==> config.mk <==
export PLATFORM = sky130hd
export DESIGN_NAME = sdf_sched_engine
export DESIGN_NICKNAME = d
export VERILOG_FILES = /design/src/rtl/sdf_pkg.sv /design/src/rtl/sdf_fire_check.sv /design/src/rtl/sdf_token_bank.sv /design/src/rtl/sdf_sched_engine.sv
export SDC_FILE = /design/constraint.sdc
export NUM_CORES = 1
export LEC_CHECK = 0
export ABC_AREA = 0
export BUFFER_PORTS_ARGS = -buffer_cell sky130_fd_sc_hd__buf_2
export CAP_MARGIN = 20
export CORE_ASPECT_RATIO = 0.6
export CORE_MARGIN = 3
export CORE_UTILIZATION = 54
export CTS_CLUSTER_SIZE = 25
export DETAILED_ROUTE_END_ITERATION = 16
export HOLD_SLACK_MARGIN = 0.15
export PLACE_DENSITY = 0.74
export SETUP_SLACK_MARGIN = 0.3
export SYNTH_ARGS = -nofsm -noshare
export SYNTH_HDL_FRONTEND = slang
export SYNTH_SLANG_ARGS = --single-unit
==> constraint.sdc <==
create_clock -name clk -period 6.32 [get_ports clk]
set_input_delay 0.632 -clock clk [delete_from_list [all_inputs] [get_ports clk]]
set_output_delay 0.632 -clock clk [all_outputs]
set_load 0.005 [all_outputs]
==> src/rtl/sdf_pkg.sv <==
package sdf_pkg;
    localparam int NA = 3;
    localparam int AW = 2;
    typedef enum logic [2:0] {
        S_IDLE = 3'd0,
        S_RUN  = 3'd1,
        S_DONE = 3'd2,
        S_DEAD = 3'd3,
        S_OVF  = 3'd4
    } sched_st_t;
endpackage

==> src/rtl/sdf_fire_check.sv <==
module sdf_fire_check #(
    parameter int NE = 3,
    parameter int RW = 4,
    parameter int TW = 8,
    parameter int AW = 2
) (
    input  logic [AW-1:0]    actor,
    input  logic [NE*AW-1:0] src,
    input  logic [NE*AW-1:0] dst,
    input  logic [NE*RW-1:0] prod,
    input  logic [NE*RW-1:0] cons,
    input  logic [NE*TW-1:0] tok,
    output logic [NE*TW-1:0] tok_nxt,
    output logic             ready,
    output logic             ovf
);
    logic [NE-1:0] short_e;
    logic [NE-1:0] ovf_e;

    for (genvar e = 0; e < NE; e++) begin : g_edge
        logic          is_src, is_dst;
        logic [RW-1:0] p_eff, c_eff;
        logic [TW:0]   sum;
        assign is_src  = (src[e*AW +: AW] == actor);
        assign is_dst  = (dst[e*AW +: AW] == actor);
        assign p_eff   = is_src ? prod[e*RW +: RW] : '0;
        assign c_eff   = is_dst ? cons[e*RW +: RW] : '0;
        assign short_e[e] = is_dst && (tok[e*TW +: TW] < TW'(cons[e*RW +: RW]));
        assign sum     = {1'b0, tok[e*TW +: TW]} + (TW+1)'(p_eff) - (TW+1)'(c_eff);
        assign ovf_e[e] = !short_e[e] && sum[TW];
        assign tok_nxt[e*TW +: TW] = sum[TW-1:0];
    end

    assign ready = ~|short_e;
    assign ovf   = |ovf_e;
endmodule

==> src/rtl/sdf_token_bank.sv <==
module sdf_token_bank #(
    parameter int NE = 3,
    parameter int TW = 8
) (
    input  logic             clk,
    input  logic             rst_n,
    input  logic             load,
    input  logic             fire,
    input  logic [NE*TW-1:0] init,
    input  logic [NE*TW-1:0] tok_nxt,
    output logic [NE*TW-1:0] tok
);
    always_ff @(posedge clk or negedge rst_n) begin
        if (!rst_n)    tok <= '0;
        else if (load) tok <= init;
        else if (fire) tok <= tok_nxt;
    end

    // the marking only moves on a load or a firing
    a_r4_marking_hold: assert property (@(posedge clk) disable iff (!rst_n)
        (!load && !fire) |=> $stable(tok));
endmodule

==> src/rtl/sdf_sched_engine.sv <==
module sdf_sched_engine
    import sdf_pkg::*;
#(
    parameter int NE = 3,
    parameter int RW = 4,
    parameter int TW = 8,
    parameter int CW = 8
) (
    input  logic             clk,
    input  logic             rst_n,
    input  logic             start,
    input  logic [NE*AW-1:0] edge_src,
    input  logic [NE*AW-1:0] edge_dst,
    input  logic [NE*RW-1:0] edge_prod,
    input  logic [NE*RW-1:0] edge_cons,
    input  logic [NE*TW-1:0] edge_init,
    input  logic [NA*CW-1:0] actor_tgt,
    output logic             busy,
    output logic             done,
    output logic             deadlock,
    output logic             overflow,
    output logic             tok_err,
    output logic             fire_valid,
    output logic [AW-1:0]    fire_actor
);
    localparam logic [AW-1:0] LAST = AW'(NA - 1);

    sched_st_t st_q, st_n;

    logic [NE*AW-1:0] src_q, dst_q;
    logic [NE*RW-1:0] prod_q, cons_q;
    logic [NE*TW-1:0] init_q;
    logic [NA*CW-1:0] tgt_q;
    logic [CW-1:0]    cnt_q [NA];
    logic [AW-1:0]    cur_q;
    logic             pass_q;

    logic [NE*TW-1:0] tok, tok_nxt;
    logic             ready, ovf_hit;
    logic [NA-1:0]    met;
    logic             all_met, below, elig, do_fire, go_ovf, load;

    for (genvar a = 0; a < NA; a++) begin : g_met
        assign met[a] = (cnt_q[a] == tgt_q[a*CW +: CW]);
    end

    assign all_met = &met;
    assign below   = (cnt_q[cur_q] < tgt_q[cur_q*CW +: CW]);
    assign elig    = (st_q == S_RUN) && !all_met && below && ready;
    assign do_fire = elig && !ovf_hit;
    assign go_ovf  = elig && ovf_hit;
    assign load    = (st_q != S_RUN) && start;

    sdf_fire_check #(.NE(NE), .RW(RW), .TW(TW), .AW(AW)) i_check (
        .actor  (cur_q),
        .src    (src_q),
        .dst    (dst_q),
        .prod   (prod_q),
        .cons   (cons_q),
        .tok    (tok),
        .tok_nxt(tok_nxt),
        .ready  (ready),
        .ovf    (ovf_hit)
    );

    sdf_token_bank #(.NE(NE), .TW(TW)) i_bank (
        .clk    (clk),
        .rst_n  (rst_n),
        .load   (load),
        .fire   (do_fire),
        .init   (edge_init),
        .tok_nxt(tok_nxt),
        .tok    (tok)
    );

    always_comb begin
        st_n = st_q;
        unique case (st_q)
            S_IDLE, S_DONE, S_DEAD, S_OVF: begin
                if (start) st_n = S_RUN;
            end
            S_RUN: begin
                if (all_met)                                    st_n = S_DONE;
                else if (go_ovf)                                st_n = S_OVF;
                else if (cur_q == LAST && !(pass_q || do_fire)) st_n = S_DEAD;
            end
            default: st_n = S_IDLE;
        endcase
    end

    always_ff @(posedge clk or negedge rst_n) begin
        if (!rst_n) st_q <= S_IDLE;
        else        st_q <= st_n;
    end

    always_ff @(posedge clk or negedge rst_n) begin
        if (!rst_n) begin
            src_q <= '0; dst_q <= '0; prod_q <= '0; cons_q <= '0;
            init_q <= '0; tgt_q <= '0;
            cur_q <= '0; pass_q <= 1'b0;
            fire_valid <= 1'b0; fire_actor <= '0; tok_err <= 1'b0;
            for (int a = 0; a < NA; a++) cnt_q[a] <= '0;
        end else begin
            fire_valid <= do_fire;
            if (do_fire) fire_actor <= cur_q;
            if (load) begin
                src_q <= edge_src; dst_q <= edge_dst;
                prod_q <= edge_prod; cons_q <= edge_cons;
                init_q <= edge_init; tgt_q <= actor_tgt;
                cur_q <= '0; pass_q <= 1'b0; tok_err <= 1'b0;
                for (int a = 0; a < NA; a++) cnt_q[a] <= '0;
            end else if (st_q == S_RUN) begin
                if (all_met) begin
                    tok_err <= (tok != init_q);
                end else if (!go_ovf) begin
                    if (do_fire) cnt_q[cur_q] <= cnt_q[cur_q] + 1'b1;
                    if (cur_q == LAST) begin
                        cur_q  <= '0;
                        pass_q <= 1'b0;
                    end else begin
                        cur_q  <= cur_q + 1'b1;
                        pass_q <= pass_q | do_fire;
                    end
                end
            end
        end
    end

    assign busy     = (st_q == S_RUN);
    assign done     = (st_q == S_DONE);
    assign deadlock = (st_q == S_DEAD);
    assign overflow = (st_q == S_OVF);

    // a firing never draws an edge below zero
    for (genvar e = 0; e < NE; e++) begin : g_chk
        a_r3_enough_tokens: assert property (@(posedge clk) disable iff (!rst_n)
            (do_fire && dst_q[e*AW +: AW] == cur_q) |-> (tok[e*TW +: TW] >= TW'(cons_q[e*RW +: RW])));
    end
    for (genvar a = 0; a < NA; a++) begin : g_cnt
        // no actor exceeds its target
        a_r3_count_bound: assert property (@(posedge clk) disable iff (!rst_n)
            (st_q == S_RUN) |-> (cnt_q[a] <= tgt_q[a*CW +: CW]));
    end
    // a strobe only follows a cycle spent in RUN
    a_r5_strobe_origin: assert property (@(posedge clk) disable iff (!rst_n)
        fire_valid |-> $past(busy));
    // nothing is emitted while stopped on overflow
    a_r8_ovf_silent: assert property (@(posedge clk) disable iff (!rst_n)
        overflow |-> !fire_valid);
    // completion holds until a new start
    a_r9_done_hold: assert property (@(posedge clk) disable iff (!rst_n)
        (done && !start) |=> done);
endmodule

# Word level (Yosys, flattened, before mapping)
# Cells that the tools add are included.
# word_totals
in_bits,87
wordCells,124
reg_bits,142
# op_classes
n_eq_ne,20
reduce_logical,34
order_cmp,6
n_bitwise,2
n_addsub,8
n_shift,1
muxes,37
# op_table
cell,count
$mux W24,7
$add A8 B4 Y9,3
$sub A9 B4 Y9,3
$bwmux W24,1
$eq A8 B8 Y1,3
$lt A8 B4 Y1,3
$mux W4,6
$mux W8,3
$ne A24 B24 Y1,1
$shiftx A24 B6 Y8,1
$bmux W8 S2,1
$demux W8 S2,1
$logic_and A1 B1 Y1,14
$eq A2 B2 Y1,6
$mux W3,4
$mux W2,5
$add A8 B1 Y8 const B,1
$lt A8 B8 Y1,1
$mux W1,8
$logic_not A1 Y1,7
$eq A3 B2 Y1 const B,2
$pmux W3 S2,1
$reduce_and A3 Y1,2
$reduce_bool A2 Y1,3
18 further kinds,21

# Longest topological paths before layout
# logic_depth
ltp_word,15
depth_mapped,17

# By module
# From an unflattened synthesis, not the netlist that was laid out.
# unflattened
hier_cells,1011
hier_area_um2,9031.2
# modules_own_cells
mod,area_each_um2,seq_area_each_um2,cells_each,n_inst
sdf_sched_engine,5796.8,2952.8,634,1
sdf_fire_check,2107.0,0.0,273,1
sdf_token_bank,1127.3,600.6,104,1

# Worst setup path after synthesis
# OpenSTA, ideal clock, no wires.
# synth_timing
path_type,register -> register
startpoint,register cur_q[1]
endpoint,register cnt_q[0] in the netlist's numbering
stages_incl_launch_ff,18
setup_time_ns,0.132
synth_period_minus_slack_ns,4.449
t_arrival_ns,4.317
path_buffers,4
path_slack_ns,1.871
path_cell_list,dfrtp_1 > buf_4 > buf_1 > buf_1 > xor2_1 > nor2_1 > nand2_1 > fa_1 > inv_1 > fa_1 > a211o_1 > nand2_1 > a21oi_1 > xnor2_1 > o22ai_1 > or4_4 > buf_6 > mux2i_1
# synth_between
elab_chain_cells,11
elab_cells_between_ends,56
cone_classes,add/sub: 7; order compare: 3; eq/ne: 7; shift: 1; mux: 17; bitwise: 1; reduce/logical: 20
# synth_lines
item,line,rtl
from (decl),sdf_sched_engine.sv:35,logic [AW-1:0] cur_q;
from (signal assigned),sdf_sched_engine.sv:121,cur_q <= cur_q + 1'b1;
branches (longest 11 deep; another with $add A8 B4 Y9),n/a,
"to (signal, indexed assignment)",sdf_sched_engine.sv:116,if (do_fire) cnt_q[cur_q] <= cnt_q[cur_q] + 1'b1;
to (decl),sdf_sched_engine.sv:34,logic [CW-1:0] cnt_q [NA];
# Several ways; the timed one is not identified. The select of a mux whose other input is x is not followed.
# A chain may end at the register's enable or synchronous reset.

# Worst setup path after layout
# layout_timing
startpoint,register cur_q[1]
endpoint,register cnt_q[17] in the netlist's numbering
# Same word-level chain as after synthesis.

==> impl_summary.log <==
INFO  metric n_antenna_cell = 0
INFO  metric maxCapViolations = 0
INFO  metric leakagePower = 5.185 nW
INFO  metric period_share = 80.87%
INFO  metric holdBufCountCts = 0
INFO  metric worst_case_vdd_ir_drop = between 0.3 and 0.4 mV
INFO  metric core = 15770 um2
INFO  metric finalWeightedCongestion = roughly 0.97
INFO  metric start_kind = register
INFO  metric dr_total_vias = 7500
INFO  metric drc_errors = 0
INFO  metric postSynthNetCount = 1169
INFO  metric post_synthesis_cell_area = 8925 um2
INFO  metric rsz0062_at_grt = false
INFO  metric report.final.hold_viol_count = 0
INFO  metric htree_num_levels = 4
INFO  metric grt_max_degree = between 70 and 80
INFO  metric min-delay-path-class = input port to async pin
INFO  metric post_synth_num_cell_types = 59
INFO  metric placed_standard_cell_area = 9597 um2
INFO  metric post_cts.repair.setup_buffers = 0
INFO  metric route.final.wire_length = ~24000 um
INFO  metric busiest_layer = met1
INFO  metric cts.root.buffer_cell = sky130_fd_sc_hd__clkbuf_16
INFO  metric row_count = 35
INFO  metric synth-seq-area-share = between 30% and 40%
INFO  metric cts_max_path_buffers = 2
INFO  metric critical_path.max_fanout = 18
INFO  metric finClkSkew = about 0.012 ns
INFO  metric synthFlopType = sky130_fd_sc_hd__dfrtp_1
INFO  metric timing_worst_slew_pin_value = about 1.1 ns
INFO  metric post-dp-hpwl = approximately 18000 um
INFO  metric yosys_register_bits = 142
INFO  metric avgSynthCellArea = 8.802 um2
INFO  metric cts.sinks = 142
INFO  metric layout.area.seq = 3553 um2
INFO  metric met1_usage = around 47%
INFO  metric setup-violations-final = 0
INFO  metric pwr_cell_area = 660.8 nW/um2
INFO  metric number_of_global_route_vias_before_repair = approximately 7200
INFO  metric finalNetCount = about 1200
INFO  metric die_w = 172.0 um
INFO  metric clock.fmax = approximately 200 MHz
INFO  metric final_core_utilization = 64.56%
INFO  metric place_worst_setup_slack = approximately 1.3 ns
INFO  metric dr.first_iter.drc_count = around 780
INFO  metric first_pass_iters = 5
INFO  metric layout_area_overhead = 14.05%
INFO  metric timing.critical_path.to_type = register
INFO  metric post-place-cells = around 1300
INFO  metric clock_tree_from_tritoncts = done
INFO  metric floorplan.die.height = ~110 um
INFO  metric setup_total_negative_slack = 0 ns
INFO  metric run_status = finished, final reports clean
INFO  metric maxSlewViolCount = 0
INFO  metric synth_enable_flop_cells = 0
INFO  metric clkSlewWorstSetupHoldPaths = around 0.060 ns
INFO  metric final_critical_path_setup_slack = around 1.2 ns
INFO  metric drive_above_1_share = 13.91%
INFO  metric initial_antenna_violation_count = 0
INFO  metric instances_no_fill = roughly 1300
INFO  metric grtUsageMet3 = approximately 6.0%
INFO  metric synthMostInstantiatedCell = sky130_fd_sc_hd__nand2_1
INFO  metric worst_slew_margin_rel = between 20 and 30%
INFO  metric die-area = ~18000 um2
INFO  metric antenna_left = 0
INFO  metric critical_path_required = roughly 6.7 ns
INFO  metric wire_length_of_the_first_global_routing_pass = roughly 39000 um
INFO  metric boundaryPins = 95
INFO  metric drt-wirelength-per-cell = approximately 19 um
INFO  metric globalRoute.totalOverflow = 0
INFO  metric synth.largest_area_cell = sky130_fd_sc_hd__dfrtp_1
INFO  metric yosysWarnings = 0
INFO  metric fillCellCount = 1331
INFO  metric clock_insertion_delay_worst_skew = ~0.43 ns
INFO  metric post_synth_inst_count = about 1000
INFO  metric route.detailed.vias_per_inst = ~5.7
INFO  metric ctsResizeCount = 0
INFO  metric grt_util_met2 = about a third
INFO  metric numCtsBuffers = 17
INFO  metric async_reset_ff_share = 100.0%
INFO  metric synth_common_cells = sky130_fd_sc_hd__nand2_1 (281), sky130_fd_sc_hd__dfrtp_1 (142), sky130_fd_sc_hd__inv_1 (64)
INFO  metric initial_util = between 50 and 60%
INFO  metric post-synth-top-area-fraction = 39.81%
INFO  metric multi_input_comb_area = just under 5000 um2
INFO  metric period_needed = 5.111 ns
INFO  metric placement.io_buffers = 94
INFO  metric gr-usage-all-layers = 27.83%
INFO  metric finalInstanceArea = 10180 um2
INFO  metric timing.critical_path.arrival = approximately 5.4 ns
INFO  metric criticalPathCategory = register to register
INFO  metric ys_top_cells_by_area = sky130_fd_sc_hd__dfrtp_1 (40%), sky130_fd_sc_hd__nand2_1 (12%), sky130_fd_sc_hd__ha_1 (7.9%), sky130_fd_sc_hd__xor2_1 (5.0%), sky130_fd_sc_hd__mux2i_1 (4.7%)
## metal layers
layer / share of wire (%) / up-vias / wire length, um
li1: - / 3566 / -
met1: 51 / 3568 / 12380
met2: 38 / 341 / 9255
met3: 9.9 / 25 / 2408
met4: 1.2 / 0 / 290
met5: 0 / - / 0
## final cells by class
type	instances	share of cell area [%]
multi-input cells	760	48.76
inverters	64	2.360
flip-flops and latches	142	34.91
clock buffers	17	4.179
clock inverters	15	1.266
well taps	203	2.495
repair buffers	109	6.023
## final timing paths
| kind | cells after the start | to | slack (ns) | startpoint |
|---|---|---|---|---|
| max | 15 | cnt_q[17]$_DFFE_PN0P_ | 1.21 | cur_q[1]$_DFFE_PN0P_ |
| min | 1 | init_q[3]$_DFFE_PN0P_ | 0.18 | rst_n |
| max reg2reg | 15 | cnt_q[17]$_DFFE_PN0P_ | 1.21 | cur_q[1]$_DFFE_PN0P_ |
| min reg2reg | 2 | prod_q[8]$_DFFE_PN0P_ | 0.47 | prod_q[8]$_DFFE_PN0P_ |
| max in group asynchronous | 2 | st_q[0]$_DFFE_PN0P_ | 4.67 | rst_n |
| min in group clk | 3 | prod_q[7]$_DFFE_PN0P_ | 0.39 | edge_prod[7] |
## per-stage QoR
| step | power, mW | hold WS [ns] |
|---|---|---|
| finish | 6.726 | 0.1794 |
| global route | 7.274 | 0.2464 |
| CTS | 6.658 | 0.2215 |
| detailed placement | 5.645 | 0.4627 |
| global placement | 5.566 | 0.4574 |
| floorplan | 4.580 | 0.3364 |
## flip-flops by register name (all words and copies together), names as in the netlist
name and count:
dst_q 6, pass_q 1, init_q 24, fire_actor 2, tgt_q 24, i_bank.tok 24
src_q 6, cnt_q 24, cons_q 12, tok_err 1, st_q 3, fire_valid 1
prod_q 12, cur_q 2
## power by group
group	internal, mW	switching [mW]
clock network	0.516	0.447
registers	1.28	0.411
logic	1.60	2.48
total	3.39	3.34
## cell usage in the layout, fill, tap and decap left out, types with 4 or more instances in the layout
cell type                    instances
sky130_fd_sc_hd__nor3b_1             4
sky130_fd_sc_hd__a211o_1             6
sky130_fd_sc_hd__nor4_1             11
sky130_fd_sc_hd__ha_1               56
sky130_fd_sc_hd__nand2_1           281
sky130_fd_sc_hd__dfrtp_1           142
sky130_fd_sc_hd__nor2b_1             5
sky130_fd_sc_hd__nor3_1             15
sky130_fd_sc_hd__mux2i_1            42
sky130_fd_sc_hd__xnor2_1            31
sky130_fd_sc_hd__fa_1               12
sky130_fd_sc_hd__o31ai_1            16
sky130_fd_sc_hd__a211oi_1            4
sky130_fd_sc_hd__a31oi_1            15
sky130_fd_sc_hd__buf_4              13
sky130_fd_sc_hd__o2bb2ai_1           5
sky130_fd_sc_hd__a41oi_1             7
sky130_fd_sc_hd__a21o_1              8
sky130_fd_sc_hd__inv_6               4
sky130_fd_sc_hd__nand2b_1           10
sky130_fd_sc_hd__o21ai_0            22
sky130_fd_sc_hd__inv_8               4
sky130_fd_sc_hd__buf_2              93
sky130_fd_sc_hd__xor2_1             51
sky130_fd_sc_hd__a21oi_1            30
sky130_fd_sc_hd__nor2_1             51
sky130_fd_sc_hd__o21bai_1            4
sky130_fd_sc_hd__clkbuf_16          17
sky130_fd_sc_hd__clkinvlp_4          4
sky130_fd_sc_hd__nand3_1             6
sky130_fd_sc_hd__inv_1              64
sky130_fd_sc_hd__o41ai_1             7
sky130_fd_sc_hd__and2_1              6
sky130_fd_sc_hd__nand4_1            14
## cells by family after synthesis
| group | count (synthesis) | synth area share, % |
|---|---|---|
| buf+inv | 112 | 4.907 |
| simple gates | 415 | 19.81 |
| xor+xnor | 84 | 8.412 |
| compound gates | 149 | 11.55 |
| fa+ha+maj | 68 | 10.54 |
| flops | 142 | 39.81 |
| mux | 44 | 4.963 |
## worst max-delay path, cell delays in order, from the launching register on
cell                       delay [ns]
sky130_fd_sc_hd__dfrtp_1         1.04
sky130_fd_sc_hd__xor2_1          0.33
sky130_fd_sc_hd__nor2_1          0.13
sky130_fd_sc_hd__and2_1          0.19
sky130_fd_sc_hd__ha_1            0.26
sky130_fd_sc_hd__inv_1           0.04
sky130_fd_sc_hd__ha_1            0.21
sky130_fd_sc_hd__fa_1            0.40
sky130_fd_sc_hd__a21oi_1         0.23
sky130_fd_sc_hd__nor4bb_1        0.10
sky130_fd_sc_hd__nor3_1          0.33
sky130_fd_sc_hd__nor3_1          0.10
sky130_fd_sc_hd__nand2b_1        0.33
sky130_fd_sc_hd__buf_4           0.30
sky130_fd_sc_hd__nor4_4          0.69
sky130_fd_sc_hd__mux2i_1         0.30
No activity file was read; power rests on OpenSTA's default activity.
